`src/rtl/sar_rd_pkg.sv`:
```
package sar_rd_pkg;

  typedef enum logic [1:0] {
    MODE_FULL  = 2'd0,
    MODE_SHORT = 2'd1,
    MODE_ECHO  = 2'd2,
    MODE_ALT   = 2'd3
  } rdMode_e;

  // strobes from control to datapath, one cycle each
  typedef struct packed {
    logic clear;
    logic capNull;
    logic capData;
    logic capEcho;
    logic finish;
  } rdStrobe_t;

endpackage

```
`src/rtl/sar_rd_ctrl.sv`:
```
module sar_rd_ctrl
  import sar_rd_pkg::*;
#(
  parameter int WORD_W       = 12,
  parameter int DIV_W        = 8,
  parameter int MIN_HALF     = 15,
  parameter int PREFIX_RISES = 3,
  parameter int LEN_W        = 4
) (
  input  logic             clk,
  input  logic             rstN,
  input  logic             start,
  input  rdMode_e          mode,
  input  logic [LEN_W-1:0] shortLen,
  input  logic [DIV_W-1:0] halfDiv,
  output logic             csN,
  output logic             sclk,
  output logic             busy,
  output rdStrobe_t        strb,
  output logic [LEN_W-1:0] lenOut,
  output logic             echoOut
);

  localparam int ECHO_BITS = WORD_W - 1;
  localparam int MAX_RISES = PREFIX_RISES + WORD_W + ECHO_BITS;
  localparam int RISE_W    = $clog2(MAX_RISES + 1);

  typedef enum logic [1:0] {ST_IDLE, ST_RUN, ST_GAP} ctrlState_e;

  ctrlState_e        state;
  logic [DIV_W-1:0]  halfCnt, halfLen, effHalfIn;
  logic [RISE_W-1:0] riseCnt, totalRises, nextIdx;
  logic [LEN_W-1:0]  lenQ, effLenIn;
  logic              echoQ, gapSecond, halfZero, riseNow, fallNow;

  // clamp requested half period to the minimum phase length
  assign effHalfIn = (halfDiv < DIV_W'(MIN_HALF)) ? DIV_W'(MIN_HALF) : halfDiv;

  always_comb begin
    effLenIn = LEN_W'(WORD_W);
    if (mode == MODE_SHORT) begin
      if (shortLen == '0)                    effLenIn = LEN_W'(1);
      else if (shortLen > LEN_W'(WORD_W))    effLenIn = LEN_W'(WORD_W);
      else                                   effLenIn = shortLen;
    end
  end

  assign halfZero   = (halfCnt == '0);
  assign totalRises = RISE_W'(PREFIX_RISES) + RISE_W'(lenQ)
                    + (echoQ ? RISE_W'(ECHO_BITS) : '0);
  assign nextIdx    = riseCnt + RISE_W'(1);
  assign riseNow    = (state == ST_RUN) && halfZero && !sclk;
  assign fallNow    = (state == ST_RUN) && halfZero && sclk;

  always_comb begin
    strb         = '0;
    strb.clear   = (state == ST_IDLE) && start;
    strb.capNull = riseNow && (nextIdx == RISE_W'(PREFIX_RISES));
    strb.capData = riseNow && (nextIdx > RISE_W'(PREFIX_RISES))
                 && (nextIdx <= RISE_W'(PREFIX_RISES) + RISE_W'(lenQ));
    strb.capEcho = riseNow && echoQ && (nextIdx > RISE_W'(PREFIX_RISES + WORD_W));
    strb.finish  = fallNow && (riseCnt == totalRises);
  end

  assign busy    = (state != ST_IDLE);
  assign lenOut  = lenQ;
  assign echoOut = echoQ;

  always_ff @(posedge clk or negedge rstN) begin
    if (!rstN) begin
      state     <= ST_IDLE;
      csN       <= 1'b1;
      sclk      <= 1'b0;
      halfCnt   <= '0;
      halfLen   <= DIV_W'(MIN_HALF);
      riseCnt   <= '0;
      lenQ      <= LEN_W'(WORD_W);
      echoQ     <= 1'b0;
      gapSecond <= 1'b0;
    end else begin
      unique case (state)
        ST_IDLE: begin
          if (start) begin
            state   <= ST_RUN;
            csN     <= 1'b0;
            halfLen <= effHalfIn;
            halfCnt <= effHalfIn - DIV_W'(1);
            riseCnt <= '0;
            lenQ    <= effLenIn;
            echoQ   <= (mode == MODE_ECHO);
          end
        end
        ST_RUN: begin
          if (halfZero) begin
            halfCnt <= halfLen - DIV_W'(1);
            if (!sclk) begin
              sclk    <= 1'b1;
              riseCnt <= nextIdx;
            end else if (riseCnt == totalRises) begin
              sclk      <= 1'b0;
              csN       <= 1'b1;
              gapSecond <= 1'b0;
              state     <= ST_GAP;
            end else begin
              sclk <= 1'b0;
            end
          end else begin
            halfCnt <= halfCnt - DIV_W'(1);
          end
        end
        ST_GAP: begin
          if (halfZero) begin
            if (gapSecond) begin
              state <= ST_IDLE;
            end else begin
              gapSecond <= 1'b1;
              halfCnt   <= halfLen - DIV_W'(1);
            end
          end else begin
            halfCnt <= halfCnt - DIV_W'(1);
          end
        end
        default: state <= ST_IDLE;
      endcase
    end
  end

endmodule

```
`src/rtl/sar_rd_dpath.sv`:
```
module sar_rd_dpath
  import sar_rd_pkg::*;
#(
  parameter int WORD_W = 12,
  parameter int LEN_W  = 4
) (
  input  logic              clk,
  input  logic              rstN,
  input  logic              sdi,
  input  rdStrobe_t         strb,
  input  logic [LEN_W-1:0]  lenIn,
  input  logic              echoIn,
  output logic [WORD_W-1:0] result,
  output logic [LEN_W-1:0]  resultLen,
  output logic              resultValid,
  output logic              frameErr,
  output logic              echoErr
);

  localparam int ECHO_BITS = WORD_W - 1;

  logic [WORD_W-1:0]    mainSh, justified;
  logic [ECHO_BITS-1:0] echoSh, mainUpper;
  logic [LEN_W-1:0]     shiftAmt;
  logic                 nullQ;

  assign shiftAmt  = LEN_W'(WORD_W) - lenIn;
  assign justified = mainSh << shiftAmt;

  // the replay arrives low bit first starting at bit 1; line it up bit by bit
  for (genvar gi = 0; gi < ECHO_BITS; gi++) begin : g_upper
    assign mainUpper[gi] = justified[gi + 1];
  end

  always_ff @(posedge clk or negedge rstN) begin
    if (!rstN) begin
      mainSh <= '0;
      echoSh <= '0;
      nullQ  <= 1'b0;
    end else if (strb.clear) begin
      mainSh <= '0;
      echoSh <= '0;
      nullQ  <= 1'b0;
    end else begin
      if (strb.capNull) nullQ  <= sdi;
      if (strb.capData) mainSh <= {mainSh[WORD_W-2:0], sdi};
      if (strb.capEcho) echoSh <= {sdi, echoSh[ECHO_BITS-1:1]};
    end
  end

  always_ff @(posedge clk or negedge rstN) begin
    if (!rstN) begin
      result      <= '0;
      resultLen   <= '0;
      resultValid <= 1'b0;
      frameErr    <= 1'b0;
      echoErr     <= 1'b0;
    end else begin
      resultValid <= strb.finish;
      if (strb.finish) begin
        result    <= justified;
        resultLen <= lenIn;
        frameErr  <= nullQ;
        echoErr   <= echoIn && (echoSh != mainUpper);
      end
    end
  end

endmodule

```
`src/rtl/sar_rd_top.sv`:
```
module sar_rd_top
  import sar_rd_pkg::*;
#(
  parameter int WORD_W       = 12,
  parameter int DIV_W        = 8,
  parameter int SYS_MHZ      = 100,
  parameter int MIN_PHASE_NS = 150,
  parameter int PREFIX_RISES = 3,
  localparam int LEN_W       = $clog2(WORD_W + 1)
) (
  input  logic              clk,
  input  logic              rstN,
  input  logic              start,
  input  logic [1:0]        mode,
  input  logic [LEN_W-1:0]  shortLen,
  input  logic [DIV_W-1:0]  halfDiv,
  input  logic              sdi,
  output logic              csN,
  output logic              sclk,
  output logic              busy,
  output logic [WORD_W-1:0] result,
  output logic [LEN_W-1:0]  resultLen,
  output logic              resultValid,
  output logic              frameErr,
  output logic              echoErr
);

  localparam int RAW_HALF = (SYS_MHZ * MIN_PHASE_NS + 999) / 1000;
  localparam int MIN_HALF = (RAW_HALF < 1) ? 1 : RAW_HALF;

  rdStrobe_t        strb;
  logic [LEN_W-1:0] lenQ;
  logic             echoQ;

  sar_rd_ctrl #(
    .WORD_W(WORD_W), .DIV_W(DIV_W), .MIN_HALF(MIN_HALF),
    .PREFIX_RISES(PREFIX_RISES), .LEN_W(LEN_W)
  ) u_ctrl (
    .clk(clk), .rstN(rstN), .start(start), .mode(rdMode_e'(mode)),
    .shortLen(shortLen), .halfDiv(halfDiv), .csN(csN), .sclk(sclk),
    .busy(busy), .strb(strb), .lenOut(lenQ), .echoOut(echoQ)
  );

  sar_rd_dpath #(.WORD_W(WORD_W), .LEN_W(LEN_W)) u_dpath (
    .clk(clk), .rstN(rstN), .sdi(sdi), .strb(strb), .lenIn(lenQ),
    .echoIn(echoQ), .result(result), .resultLen(resultLen),
    .resultValid(resultValid), .frameErr(frameErr), .echoErr(echoErr)
  );

endmodule

```
`config.mk`:
```
export PLATFORM = sky130hd
export DESIGN_NAME = sar_rd_top
export DESIGN_NICKNAME = d
export VERILOG_FILES = /design/src/rtl/sar_rd_pkg.sv /design/src/rtl/sar_rd_ctrl.sv /design/src/rtl/sar_rd_dpath.sv /design/src/rtl/sar_rd_top.sv
export SDC_FILE = /design/constraint.sdc
export NUM_CORES = 1
export LEC_CHECK = 0
export BUFFER_PORTS_ARGS = -buffer_cell sky130_fd_sc_hd__buf_4
export CORE_MARGIN = 1
export CORE_UTILIZATION = 60
export CTS_CLUSTER_DIAMETER = 60
export DETAILED_ROUTE_END_ITERATION = 6
export GPL_ROUTABILITY_DRIVEN = 0
export GPL_TIMING_DRIVEN = 0
export HOLD_SLACK_MARGIN = 0.1
export PLACE_DENSITY = 0.77
export SETUP_SLACK_MARGIN = 0.02
export SYNTH_ARGS = -nofsm -noshare
export SYNTH_HDL_FRONTEND = slang
export SYNTH_SLANG_ARGS = --single-unit
```
`constraint.sdc`:
```
create_clock -name clk -period 3.9 [get_ports clk]
set_input_delay 0 -clock clk [delete_from_list [all_inputs] [get_ports clk]]
set_output_delay 0 -clock clk [all_outputs]
set_load 0.02 [all_outputs]
```
* After elaboration in Yosys (flattened, before gate mapping)
Index checks and enable logic that the tools add are counted.
** Storage, ports and cells
- Register bits after elaboration :: 74
- Bits of input ports :: 18
- Logic and storage cells :: 112
** Cells by class
- $add $sub $neg :: 7
- $lt $le $gt $ge :: 5
- Equality and inequality tests :: 15
- Shift-type cells :: 1
- Mux-type cells :: 38
- Reduce and logical (&&, ||, !) cells :: 29
** Operators by type and width (number)
- two-way mux 8 bit :: 5
- two-way mux 12 bit :: 2
- case mux 8 bit (3 select lines) :: 1
- subtractor 8 x 1 -> 8 bit (second input constant) :: 3
- two-way mux 11 bit :: 2
- two-way mux 4 bit :: 4
- two-way mux 5 bit :: 3
- two-way mux 2 bit :: 6
- nonzero test 2 bit :: 6
- left shift 12 x 4 -> 12 bit :: 1
- logical AND 1 bit :: 11
- two-way mux 1 bit :: 11
- inequality test 11 bit :: 1
- case mux 5 bit (2 select lines) :: 1
- AND reduction 5 bit :: 2
- logical NOT 8 bit :: 1
- less-than comparator 8 x 4 -> 1 bit (second input constant) :: 1
- inequality test 2 x 1 -> 1 bit (second input constant) :: 4
- inequality test 2 bit (second input constant) :: 3
- case mux 2 bit (3 select lines) :: 1
- AND reduction 6 bit :: 1
- adder 2 x 4 -> 5 bit (first input constant) :: 1
- adder 5 x 1 -> 5 bit (second input constant) :: 1
- adder 5 bit :: 1
- 18 further kinds :: 22

* Depth between registers and ports, before layout
- Word-level depth :: 7
- Mapped depth :: 14
- Depth with buffers taken out :: 11

* By module
Synthesis repeated with hierarchy kept, for this count alone.
** Second synthesis, totals
- Cell total of the unflattened synthesis :: 471
- Area, all modules :: 4589.4 um2
** By module, submodules not included
- sar_rd_dpath :: instances 1, cells an instance 223, area an instance 2413.6 um2, sequential area each 1076.0 um2
- sar_rd_ctrl :: instances 1, cells an instance 248, area an instance 2175.8 um2, sequential area each 784.5 um2

* Worst setup path before layout
OpenSTA, ideal clock, no wires.
- Path kind :: register -> register
- Start :: register u_ctrl.lenQ[0] (netlist: u_ctrl.lenOut[0])
- End :: register u_ctrl.state[1]
- Arrival :: 2.713 ns
- Required time :: 3.775 ns
- Slack :: 1.062 ns
- Stages on the path, launching flop included :: 11
- Period minus slack after synthesis :: 2.838 ns
- Cells stage by stage :: dfrtp_1 inv_1 ha_1 fa_1 xnor2_1 o211ai_1 a211oi_2 nand4b_1 a22o_1 nor2_1 mux2_2
** Between the ends
- Cells in the longest elaborated chain, start to end :: 5
** RTL lines
- from (decl) :: RTL line sar_rd_ctrl.sv:33 : logic [LEN_W-1:0] lenQ, effLenIn;
- from (signal assigned) :: RTL line sar_rd_ctrl.sv:77 : lenQ <= LEN_W'(WORD_W);
- from (signal assigned) :: RTL line sar_rd_ctrl.sv:89 : lenQ <= effLenIn;
- adder 2 x 4 -> 5 bit :: RTL line sar_rd_ctrl.sv:49 : assign totalRises = RISE_W'(PREFIX_RISES) + RISE_W'(lenQ)
- adder 5 bit :: RTL line sar_rd_ctrl.sv:50 : + (echoQ ? RISE_W'(ECHO_BITS) : '0);
- equality test 5 bit :: RTL line sar_rd_ctrl.sv:99 : end else if (riseCnt == totalRises) begin
- inequality test 2 bit (no source line)
- AND reduction 6 bit (no source line)
- to (signal assigned) :: RTL line sar_rd_ctrl.sv:71 : state <= ST_IDLE;
- to (signal assigned) :: RTL line sar_rd_ctrl.sv:103 : state <= ST_GAP;
- to (signal assigned) :: RTL line sar_rd_ctrl.sv:114 : state <= ST_IDLE;
- to (decl) :: RTL line sar_rd_ctrl.sv:30 : ctrlState_e state;
Every way passes these cells.
A chain may end at the register's enable or synchronous reset.

* Worst setup path after layout
- Start :: register u_ctrl.lenQ[0] (netlist: u_ctrl.lenOut[0])
- End :: register u_dpath.result[0]
** Between the ends
- Cells in the longest elaborated chain, start to end :: 4
** RTL lines
- adder 2 x 4 -> 5 bit :: RTL line sar_rd_ctrl.sv:49
- adder 5 bit :: RTL line sar_rd_ctrl.sv:50
- equality test 5 bit :: RTL line sar_rd_ctrl.sv:62 : strb.finish = fallNow && (riseCnt == totalRises);
- logical AND 1 bit :: RTL line sar_rd_ctrl.sv:62
- to (signal assigned) :: RTL line sar_rd_dpath.sv:61 : result <= justified;
- to (decl) :: RTL line sar_rd_dpath.sv:13 : output logic [WORD_W-1:0] result,
Several ways; a longest one is shown, not always the timed one.

==> results_dict.tcl <==
set metrics [dict create \
    status "complete, no violations" \
    avgRoutedWirePerCell_um 16.5 \
    p_leak_nw 2.51 \
    ys_warn_count 0 \
    drc 0 \
    end_kind "register" \
    slew_headroom 0.309 \
    dpl.hpwl_um 7700 \
    first_pass_iters 4 \
    grt_usage 0.295 \
    ys_ff_latch 74 \
    syn_inst 478 \
    post-route-min-period_ps 3290 \
    final_cell_mix "67 x dfrtp_1, 61 x nand2_1, 39 x buf_4, 35 x o21ai_0, 33 x nor2_1" \
    fin_crit_sh 0.843 \
    hold_slack_ps 315 \
    grt_pass1_wl_um 17700 \
    layout.nets 584 \
    start_kind "register" \
    rsz0062_at_grt "no" \
    cts_tree "built" \
    final_common_cell "dfrtp_1" \
    cts-root-buf "clkbuf_8" \
    globalRouteOverflowTotal 0 \
    io_buffers 38 \
    areaGrowthSynthToFinish_pct 19.2 \
    maxCapViolations 0 \
    finalWirelength_um 10800 \
    die_y_um 89.4 \
    io_pins 40 \
    synth_area_um2 4580 \
    hold_class "in2async" \
    avgSynthCellArea_um2 9.58 \
    path_class "reg2reg" \
    utilization 0.745 \
    clock_sinks 74 \
    antenna_left 0 \
    syn_nets 514 \
    timing.fmax_mhz 304 \
    fin_area_um2 5460 \
    clk_latency_ps 350 \
    crit_required_ps 4130 \
    crit_path_cell_trace "inv_1 -> ha_1 -> fa_1 -> xnor2_1 -> o211ai_1 -> a211oi_2 -> and3b_1 -> nand3_2 -> buf_6 -> buf_2 -> nand2_1 -> o31ai_1" \
    r2r_slack_ps 610 \
    cts.path.max_buffers 2 \
    max_stage_delay_ps 490 \
    worstPathArrival_ps 3520 \
    ir_worst_vdd_uv 441 \
    synth_ff_type "dfrtp_1" \
    start_util 0.625 \
    crit_fanout 10 \
    fin_skew_ps 11.1 \
    tightest_slew_ps 1030 \
    cp_slowest_cell "ha_1" \
    grt_pass1_vias 3659 \
    slew_viol_final 0 \
    clk_pin_slew_ps 70 \
    place_area_um2 4990 \
    async_flop_share 1.00 \
    synth_edf_count 0 \
    power.density_nw_per_um2 614 \
    vias 3844 \
    viasPerCell 5.90 \
    core-area_um2 7330 \
    setup_violations 0 \
    antenna_cells 0 \
    drt-initial-drc-count 214 \
    drive_gt1_frac 0.190 \
    grt_max_degree 75 \
    hold_violations 0 \
    tns_ps 0 \
    num_rows 31 \
    ctsResizeCount 0 \
    numCtsBuffers 9 \
    die_width_um 89.4 \
    ctsHtreeMaxLevel 3 \
    yosysSeqAreaShare 0.406 \
    antenna_found_initial 0 \
    power_mw 3.35 \
    die-area_um2 7990 \
    synth_cell_types 60 \
]
-- per-stage QoR --
stage                     setup WS, ps  instances
after floorplan                   1060        478
after global placement             725        615
after detailed placement           628        615
after CTS                          597        652
after global routing               403        652
final                              611        652
-- routing by layer --
metal  vias up  share of wire  global-route usage
met5         -              0                   0
met4         0          0.019              0.0967
met3        20          0.041              0.0480
met2       105           0.47               0.483
met1      1876           0.47               0.403
li1       1843              -                   -
-- cells by family (layout without fill, tap and decap cells) --
logic type	count (synthesis)	count (layout)	synth area share
and+or+nand+nor	157	157	0.166
DFF	74	74	0.406
buffers and inverters	42	117	0.0429
adders and majority gates	18	18	0.0508
AOI/OAI and AO/OA	118	118	0.157
xor gates and xnor gates	30	30	0.0615
muxes	39	39	0.115
-- layout make-up --
cell class              count  area [um2]
plain buffers              24         129
clock buffers              11         131
clock inverters             5         128
fillers                   510        1870
inverters                  18        67.6
multi-input cells         362        2520
flip-flops and latches     74        1860
well taps                  99         124
repair buffers             59         495
-- critical path: cells and delay by family, from the launching register on --
kind	cells	cell delay [ps]
adder cells (fa/ha/maj)	2	970
buffers and inverters	3	580
AO/OA/AOI/OAI	3	460
AND/OR/NAND/NOR	3	450
flip-flops	1	440
XOR/XNOR	1	270
-- power by group --
group	switching [mW]	total, mW	internal, mW
combinational	0.908	1.53	0.621
sequential	0.136	1.05	0.909
clock	0.285	0.775	0.490
-- synth_stat cells (5+ instances only) --
cell	number	area share
nand3b_1	5	0.0082
nand3_1	27	0.030
a21oi_1	30	0.033
xor2_1	12	0.023
o22ai_1	5	0.0068
mux2i_1	19	0.042
mux4_2	6	0.030
clkbuf_1	10	0.0082
buf_2	10	0.011
dfrtp_1	67	0.37
o21a_1	6	0.0098
o21ai_1	9	0.0098
inv_1	17	0.014
o21ai_0	35	0.038
nor3_1	7	0.0076
nand2_1	61	0.050
ha_1	17	0.046
a31oi_1	6	0.0082
mux2_4	8	0.026
dfstp_2	7	0.040
mux2_2	5	0.012
xnor2_1	17	0.033
o22a_1	5	0.0096
nor2_1	33	0.027
-- sequential cells by signal, indices dropped and copies added (netlist names), 2 cells and up --
| name | flops |
|---|---|
| u_ctrl.halfLen | 8 |
| u_dpath.mainSh | 12 |
| u_ctrl.lenOut | 4 |
| u_dpath.resultLen | 4 |
| u_ctrl.riseCnt | 5 |
| u_ctrl.halfCnt | 8 |
| u_dpath.result | 12 |
| u_dpath.echoSh | 11 |
| u_ctrl.state | 2 |
-- worst paths after layout --
path,startpoint,to,depth (start not counted)
setup / recovery,u_ctrl.lenOut[0],u_dpath.result[0],12
hold / removal,rstN,u_dpath.resultValid,2
setup reg to reg,u_ctrl.lenOut[0],u_dpath.result[0],12
hold reg to reg,u_ctrl.halfLen[5],u_ctrl.halfLen[5],2
max in group asynchronous,rstN,u_dpath.result[1],2
min in group clk,halfDiv[7],u_ctrl.halfLen[7],4
-- what timing repair did --
item | 4_1_cts | 5_1_grt
hold endpoints to repair | 85 | 0
setup buffers | 0 | 0
setup endpoints to repair | 0 | 0
hold buffers | 21 | 0
Power figures use the tool's default switching activity.
